`src/rtl/gpx_pkg.sv`:
```
package gpx_pkg;
   // register slots; the byte offset of slot i is 4*i
   localparam int SL_MODE = 0;
   localparam int SL_AUXD = 1;
   localparam int SL_STAT = 2;
   localparam int SL_PWR  = 3;
   localparam int SL_AUXC = 4;
   localparam int SL_IREQ = 5;
   localparam int SL_IMSK = 6;
   localparam int SL_ISTS = 7;
   localparam int SL_DIR  = 8;
   localparam int SL_LVLW = 9;
   localparam int SL_LVLR = 10;
   localparam int NSLOT   = 11;
   localparam int NCTL    = 8;   // slots held by the control file
endpackage

```
`src/rtl/gpx_addr_dec.sv`:
```
module gpx_addr_dec #(
   parameter int ADDR_W = 8,
   parameter int NSLOT  = 11
) (
   input  logic [ADDR_W-1:0] addr,
   output logic [NSLOT-1:0]  sel
);
   localparam int TOP_OFF = 4 * (NSLOT - 1);

   if (TOP_OFF >= (1 << ADDR_W)) begin : g_bad_addr
      $error("gpx_addr_dec: ADDR_W too small for the register map");
   end

   for (genvar i = 0; i < NSLOT; i++) begin : g_slot
      assign sel[i] = (addr == ADDR_W'(4 * i));
   end
endmodule

```
`src/rtl/gpx_ctl_regs.sv`:
```
module gpx_ctl_regs
   import gpx_pkg::*;
#(
   parameter int             REG_W     = 16,
   parameter logic [15:0]    STAT_INIT = 16'h0002,
   parameter int             PWR_TRIG  = 7,
   parameter logic [15:0]    PWR_FORCE = 16'h8040
) (
   input  logic                       clk,
   input  logic                       rst_n,
   input  logic [NCTL-1:0]            wr_en,
   input  logic [REG_W-1:0]           wdata,
   output logic [NCTL-1:0][REG_W-1:0] val
);
   if (PWR_TRIG >= REG_W) begin : g_bad_trig
      $error("gpx_ctl_regs: PWR_TRIG outside the register");
   end

   localparam logic [REG_W-1:0] FORCE_M = REG_W'(PWR_FORCE);
   localparam logic [REG_W-1:0] STAT_V  = REG_W'(STAT_INIT);

   for (genvar i = 0; i < NCTL; i++) begin : g_reg
      if (i == SL_STAT) begin : g_stat
         // read-only word, no write path
         assign val[i] = STAT_V;
      end else if (i == SL_PWR) begin : g_pwr
         logic [REG_W-1:0] q;
         always_ff @(posedge clk or negedge rst_n) begin
            if (!rst_n)
               q <= '0;
            else if (wr_en[i])
               q <= wdata | (wdata[PWR_TRIG] ? FORCE_M : '0);
         end
         assign val[i] = q;
      end else begin : g_plain
         logic [REG_W-1:0] q;
         always_ff @(posedge clk or negedge rst_n) begin
            if (!rst_n)
               q <= '0;
            else if (wr_en[i])
               q <= wdata;
         end
         assign val[i] = q;
      end
   end
endmodule

```
`src/rtl/gpx_gpio_core.sv`:
```
module gpx_gpio_core #(
   parameter int LINES = 16,
   parameter int REG_W = 16
) (
   input  logic             clk,
   input  logic             rst_n,
   input  logic             dir_we,
   input  logic             lvl_we,
   input  logic [REG_W-1:0] wdata,
   input  logic [LINES-1:0] ext_stb,
   input  logic [LINES-1:0] ext_val,
   output logic [LINES-1:0] level_q,
   output logic [LINES-1:0] dir_q,
   output logic [LINES-1:0] out_q,
   output logic [LINES-1:0] chg_q
);
   if (LINES > REG_W) begin : g_bad_lines
      $error("gpx_gpio_core: LINES exceeds REG_W");
   end

   logic [LINES-1:0] wd;
   logic [LINES-1:0] lvl_nxt;
   logic [LINES-1:0] dir_nxt;
   logic [LINES-1:0] eff;
   logic             eval;

   assign wd = wdata[LINES-1:0];

   // per-line level update: a bus write wins over an external strobe
   for (genvar i = 0; i < LINES; i++) begin : g_line
      always_comb begin
         if (lvl_we)
            lvl_nxt[i] = wd[i] & dir_q[i];
         else if (ext_stb[i])
            lvl_nxt[i] = ext_val[i];
         else
            lvl_nxt[i] = level_q[i];
      end
   end

   assign dir_nxt = dir_we ? wd : dir_q;
   assign eval    = dir_we | lvl_we;
   // a direction write evaluates against the level held before this edge
   assign eff     = (lvl_we ? lvl_nxt : level_q) & dir_nxt;

   always_ff @(posedge clk or negedge rst_n) begin
      if (!rst_n) begin
         level_q <= '0;
         dir_q   <= '0;
         out_q   <= '0;
         chg_q   <= '0;
      end else begin
         level_q <= lvl_nxt;
         dir_q   <= dir_nxt;
         if (eval) begin
            out_q <= eff;
            chg_q <= eff ^ out_q;
         end else begin
            chg_q <= '0;
         end
      end
   end
endmodule

```
`src/rtl/gpx_companion.sv`:
```
module gpx_companion
   import gpx_pkg::*;
#(
   parameter int          ADDR_W    = 8,
   parameter int          BUS_W     = 32,
   parameter int          REG_W     = 16,
   parameter int          LINES     = 16,
   parameter logic [15:0] STAT_INIT = 16'h0002,
   parameter int          PWR_TRIG  = 7,
   parameter logic [15:0] PWR_FORCE = 16'h8040
) (
   input  logic              clk,
   input  logic              rst_n,
   input  logic [ADDR_W-1:0] bus_addr,
   input  logic              bus_we,
   input  logic [BUS_W-1:0]  bus_wdata,
   output logic [REG_W-1:0]  bus_rdata,
   input  logic [LINES-1:0]  ext_stb,
   input  logic [LINES-1:0]  ext_val,
   output logic [LINES-1:0]  gpio_out,
   output logic [LINES-1:0]  out_changed
);
   if (BUS_W < REG_W) begin : g_bad_bus
      $error("gpx_companion: BUS_W narrower than REG_W");
   end

   logic [NSLOT-1:0]            sel;
   logic [NSLOT-1:0]            wr;
   logic [REG_W-1:0]            wd;
   logic [NCTL-1:0][REG_W-1:0]  ctl_val;
   logic [LINES-1:0]            level_q;
   logic [LINES-1:0]            dir_q;
   logic [REG_W-1:0]            level_rd;
   logic [REG_W-1:0]            dir_rd;

   assign wd = bus_wdata[REG_W-1:0];
   assign wr = sel & {NSLOT{bus_we}};

   gpx_addr_dec #(.ADDR_W(ADDR_W), .NSLOT(NSLOT)) u_dec (
      .addr (bus_addr),
      .sel  (sel)
   );

   gpx_ctl_regs #(
      .REG_W(REG_W), .STAT_INIT(STAT_INIT),
      .PWR_TRIG(PWR_TRIG), .PWR_FORCE(PWR_FORCE)
   ) u_ctl (
      .clk   (clk),
      .rst_n (rst_n),
      .wr_en (wr[NCTL-1:0]),
      .wdata (wd),
      .val   (ctl_val)
   );

   gpx_gpio_core #(.LINES(LINES), .REG_W(REG_W)) u_gpio (
      .clk     (clk),
      .rst_n   (rst_n),
      .dir_we  (wr[SL_DIR]),
      .lvl_we  (wr[SL_LVLW] | wr[SL_LVLR]),
      .wdata   (wd),
      .ext_stb (ext_stb),
      .ext_val (ext_val),
      .level_q (level_q),
      .dir_q   (dir_q),
      .out_q   (gpio_out),
      .chg_q   (out_changed)
   );

   if (LINES < REG_W) begin : g_pad
      assign level_rd = {{(REG_W-LINES){1'b0}}, level_q};
      assign dir_rd   = {{(REG_W-LINES){1'b0}}, dir_q};
   end else begin : g_full
      assign level_rd = level_q;
      assign dir_rd   = dir_q;
   end

   always_comb begin
      bus_rdata = '0;
      for (int i = 0; i < NCTL; i++)
         if (sel[i]) bus_rdata = ctl_val[i];
      if (sel[SL_DIR])                 bus_rdata = dir_rd;
      if (sel[SL_LVLW] | sel[SL_LVLR]) bus_rdata = level_rd;
   end
endmodule

```
`config.mk`:
```
export PLATFORM = sky130hd
export DESIGN_NAME = gpx_companion
export DESIGN_NICKNAME = d
export VERILOG_FILES = /design/src/rtl/gpx_pkg.sv /design/src/rtl/gpx_addr_dec.sv /design/src/rtl/gpx_ctl_regs.sv /design/src/rtl/gpx_gpio_core.sv /design/src/rtl/gpx_companion.sv
export SDC_FILE = /design/constraint.sdc
export NUM_CORES = 1
export LEC_CHECK = 0
export BUFFER_PORTS_ARGS = -buffer_cell sky130_fd_sc_hd__buf_4
export CAP_MARGIN = 20
export CORE_MARGIN = 1
export CORE_UTILIZATION = 60
export CTS_CLUSTER_DIAMETER = 120
export DETAILED_ROUTE_END_ITERATION = 12
export MAX_ROUTING_LAYER = met4
export PLACE_DENSITY = 0.82
export REMOVE_ABC_BUFFERS = 1
export SYNTH_ARGS = -nofsm -noshare
export SYNTH_HDL_FRONTEND = slang
export SYNTH_SLANG_ARGS = --single-unit
```
`constraint.sdc`:
```
create_clock -name clk -period 5.2 [get_ports clk]
set_input_delay 1.04 -clock clk [delete_from_list [all_inputs] [get_ports clk]]
set_output_delay 1.04 -clock clk [all_outputs]
set_load 0.02 [all_outputs]
```
==> impl_metrics.json <==
{
  "cp-end-kind": "output pin",
  "mostFrequentLayoutCell": "dfrtp_1",
  "synth.distinct_cells": 47,
  "placed_area_um2": 9700,
  "ctsHoldBuffers": 0,
  "final_layout_size_suffix_gt1_share_pct": 32.7,
  "period_minus_slack_ps": 4350,
  "htree_levels": 4,
  "antenna_found_initial": 0,
  "viasPerCell": 6.55,
  "ys_ff_latch": 176,
  "antenna_cells": 0,
  "ys_seq_area_share_pct": 50.0,
  "p_per_area_nw_per_um2": 295,
  "crit_chain": "buf_4 > nor4b_2 > nand2_1 > o21ai_0 > a22oi_1 > o31ai_1 > buf_4",
  "area_delta_synth_final_pct": 16.9,
  "avgSynthCellArea_um2": 10.6,
  "drt_iter0_markers": 693,
  "cts_tree": "done",
  "path_common_cell": "buf_4",
  "netlist.area_leader.share_pct": 50.0,
  "portBuffers": 106,
  "firstDrtPassIters": 6,
  "grt_pass1_vias": 7053,
  "min_path_type": "reg -> reg",
  "grt_start_max_net_pins": 75,
  "cp_max_fo": 22,
  "core.rowCount": 43,
  "power.leakage_nw": 4.85,
  "nets": 981,
  "final.setup_skew_ps": 7.82,
  "run_status": "finished clean",
  "syn_area_um2": 8800,
  "hold_viol": 0,
  "clock_sinks": 176,
  "pin_count": 123,
  "vias": 7194,
  "worstPathRequired_ps": 4160,
  "grt-ovfl-total": 0,
  "coreArea_um2": 14100,
  "clkLatencyLatePin_ps": 440,
  "cts_setup_buffers": 0,
  "fill_cells": 1002,
  "grt_pass1_wl_um": 36300,
  "synth_edf_count": 0,
  "tns_ps": 0,
  "layout_common_cells": "dfrtp_1 (176), mux2_2 (127), buf_4 (121)",
  "max_stage_delay_ps": 510,
  "crit_type": "in -> out",
  "wl_per_cell_um": 21.4,
  "netlist_instances": 827,
  "dp_hpwl_um": 14900,
  "slowest_stage": "nand2_1",
  "detail-route-antenna-nets": 0,
  "clk_pin_slew_ps": 60,
  "place.gp.congestion": 0.885,
  "seq_area_um2": 4400,
  "slew-limit-headroom_pct": 20.5,
  "root_buffer": "clkbuf_16",
  "drt_wl_total_um": 23400,
  "period_share_pct": 83.7,
  "synth_ff_type": "dfrtp_1",
  "cp_num_buf_inv": 2,
  "die_x_um": 123,
  "start_util_pct": 62.4,
  "fin_area_um2": 10300,
  "tightest_slew_ps": 1190,
  "rsz0062_at_grt": "no",
  "drcViolationCount": 0,
  "cap_violations": 0,
  "critPathTopFamily": "simple AND/OR/NAND/NOR gates",
  "synthTopCellsByArea": "dfrtp_1 (50%), mux2_2 (16%), nand2_1 (4.5%)",
  "dieArea_um2": 15200,
  "synth_top_cell_by_area": "dfrtp_1",
  "cts_buffers": 17,
  "slew_viol_final": 0,
  "critical_path_arrival_ps": 3310,
  "grt_usage_pct": 33.3,
  "cts.path.max_buffers": 2,
  "die_y_um": 123,
  "cts_resized": 0,
  "synthArstFlopShare_pct": 100,
  "vdd_drop_max_mv": 0.254,
  "setup_viol": 0,
  "startpoint_type": "input port",
  "synth_warnings": 0,
  "multi_input_area_um2": 4070,
  "timing.fmax_mhz": 230
}
==> flip-flops by register name (all words and copies together), names as in the netlist <==
signal and cells:
u_gpio.dir_q 16, u_gpio.chg_q 16, u_ctl.g.g_pwr.q 16, u_gpio.out_q 16, u_ctl.g.g_plain.q 96, u_gpio.level_q 16
==> where the power goes <==
group | leakage, nW | switching (W) | internal, W
Clock | 0.286 | 0.000534 | 0.000757
Combinational | 2.17 | 0.000146 | 0.000114
Sequential | 2.40 | 0.0000550 | 0.00143
==> stage by stage <==
| stage | setup slack [ps] | total power (W) | instances | hold slack, ps | util (%) |
|---|---|---|---|---|---|
| 2_1_floorplan | 1330 | 0.00162 | 765 | 450 | - |
| 3_3_place_gp | 1000 | 0.00175 | 1067 | 466 | 68.8 |
| 3_5_place_dp | 928 | 0.00177 | 1067 | 488 | 68.8 |
| 4_1_cts | 921 | 0.00304 | 1098 | 509 | 73.0 |
| 5_1_grt | 758 | 0.00313 | 1098 | 517 | 73.0 |
| 6_report | 848 | 0.00304 | 1098 | 509 | 73.0 |
==> synth_stat cells (2+ instances only) <==
cell type  count
a21oi_1       29
a221oi_1      18
a22oi_1       17
a2bb2oi_1      2
a32oi_1        2
and2_1         3
and3_1         3
and4_1         2
buf_1          3
buf_2         15
clkbuf_1      44
dfrtp_1      176
inv_1         20
mux2_2       127
mux2i_1       20
mux4_2        10
nand2_1      106
nand2b_1       3
nand3_1       53
nand3_2        2
nand4_1        2
nor2_1        45
nor2b_1        4
nor3_1         7
o211ai_1       9
o21a_1         2
o21ai_0       66
o21ba_2        2
o221ai_1       4
o22ai_1        4
o2bb2ai_1      9
o31ai_1        2
or3_1          2
==> layout make-up <==
| type | count | area share (%) |
|---|---|---|
| multi-input cells | 569 | 39.6 |
| flip-flops and latches | 176 | 42.8 |
| inverters | 20 | 0.730 |
| repair buffers | 122 | 8.94 |
| well taps | 180 | 2.19 |
| clock buffers | 23 | 4.74 |
| clock inverters | 8 | 0.997 |
==> final timing paths <==
kind	depth (start not counted)	start	slack [ps]	endpoint
setup / recovery	7	bus_addr[4]	850	bus_rdata[14]
hold / removal	1	u_ctl.g_reg[5].g_plain.q[4]$_DFFE_PN0P_	510	u_ctl.g_reg[5].g_plain.q[4]$_DFFE_PN0P_
setup reg to reg	2	u_gpio.level_q[11]$_DFF_PN0_	4100	u_gpio.chg_q[11]$_DFF_PN0_
hold reg to reg	1	u_ctl.g_reg[5].g_plain.q[4]$_DFFE_PN0P_	510	u_ctl.g_reg[5].g_plain.q[4]$_DFFE_PN0P_
max in group asynchronous	2	rst_n	3390	u_ctl.g_reg[6].g_plain.q[4]$_DFFE_PN0P_
min in group asynchronous	1	rst_n	630	u_gpio.chg_q[2]$_DFF_PN0_
==> metal layers <==
layer	wire length (um)	vias to the layer above	GRT usage (%)	share of wire (%)
met2	11700	385	53.1	50
met1	9260	3603	41.7	39
met4	710	0	15.0	3.0
met3	1790	65	6.09	7.6
met5	0	-	-	0
li1	-	3141	-	-
==> cells by family (layout without fill, tap and decap cells) <==
family | after synthesis | count (layout) | share of synthesized area [%]
simple gates | 241 | 241 | 12.7
flops | 176 | 176 | 50.0
compound gates | 170 | 170 | 12.4
mux | 157 | 157 | 21.1
buf+inv | 82 | 173 | 3.71
xor+xnor | 1 | 1 | 0.0995
No activity file was read; power rests on OpenSTA's default activity.
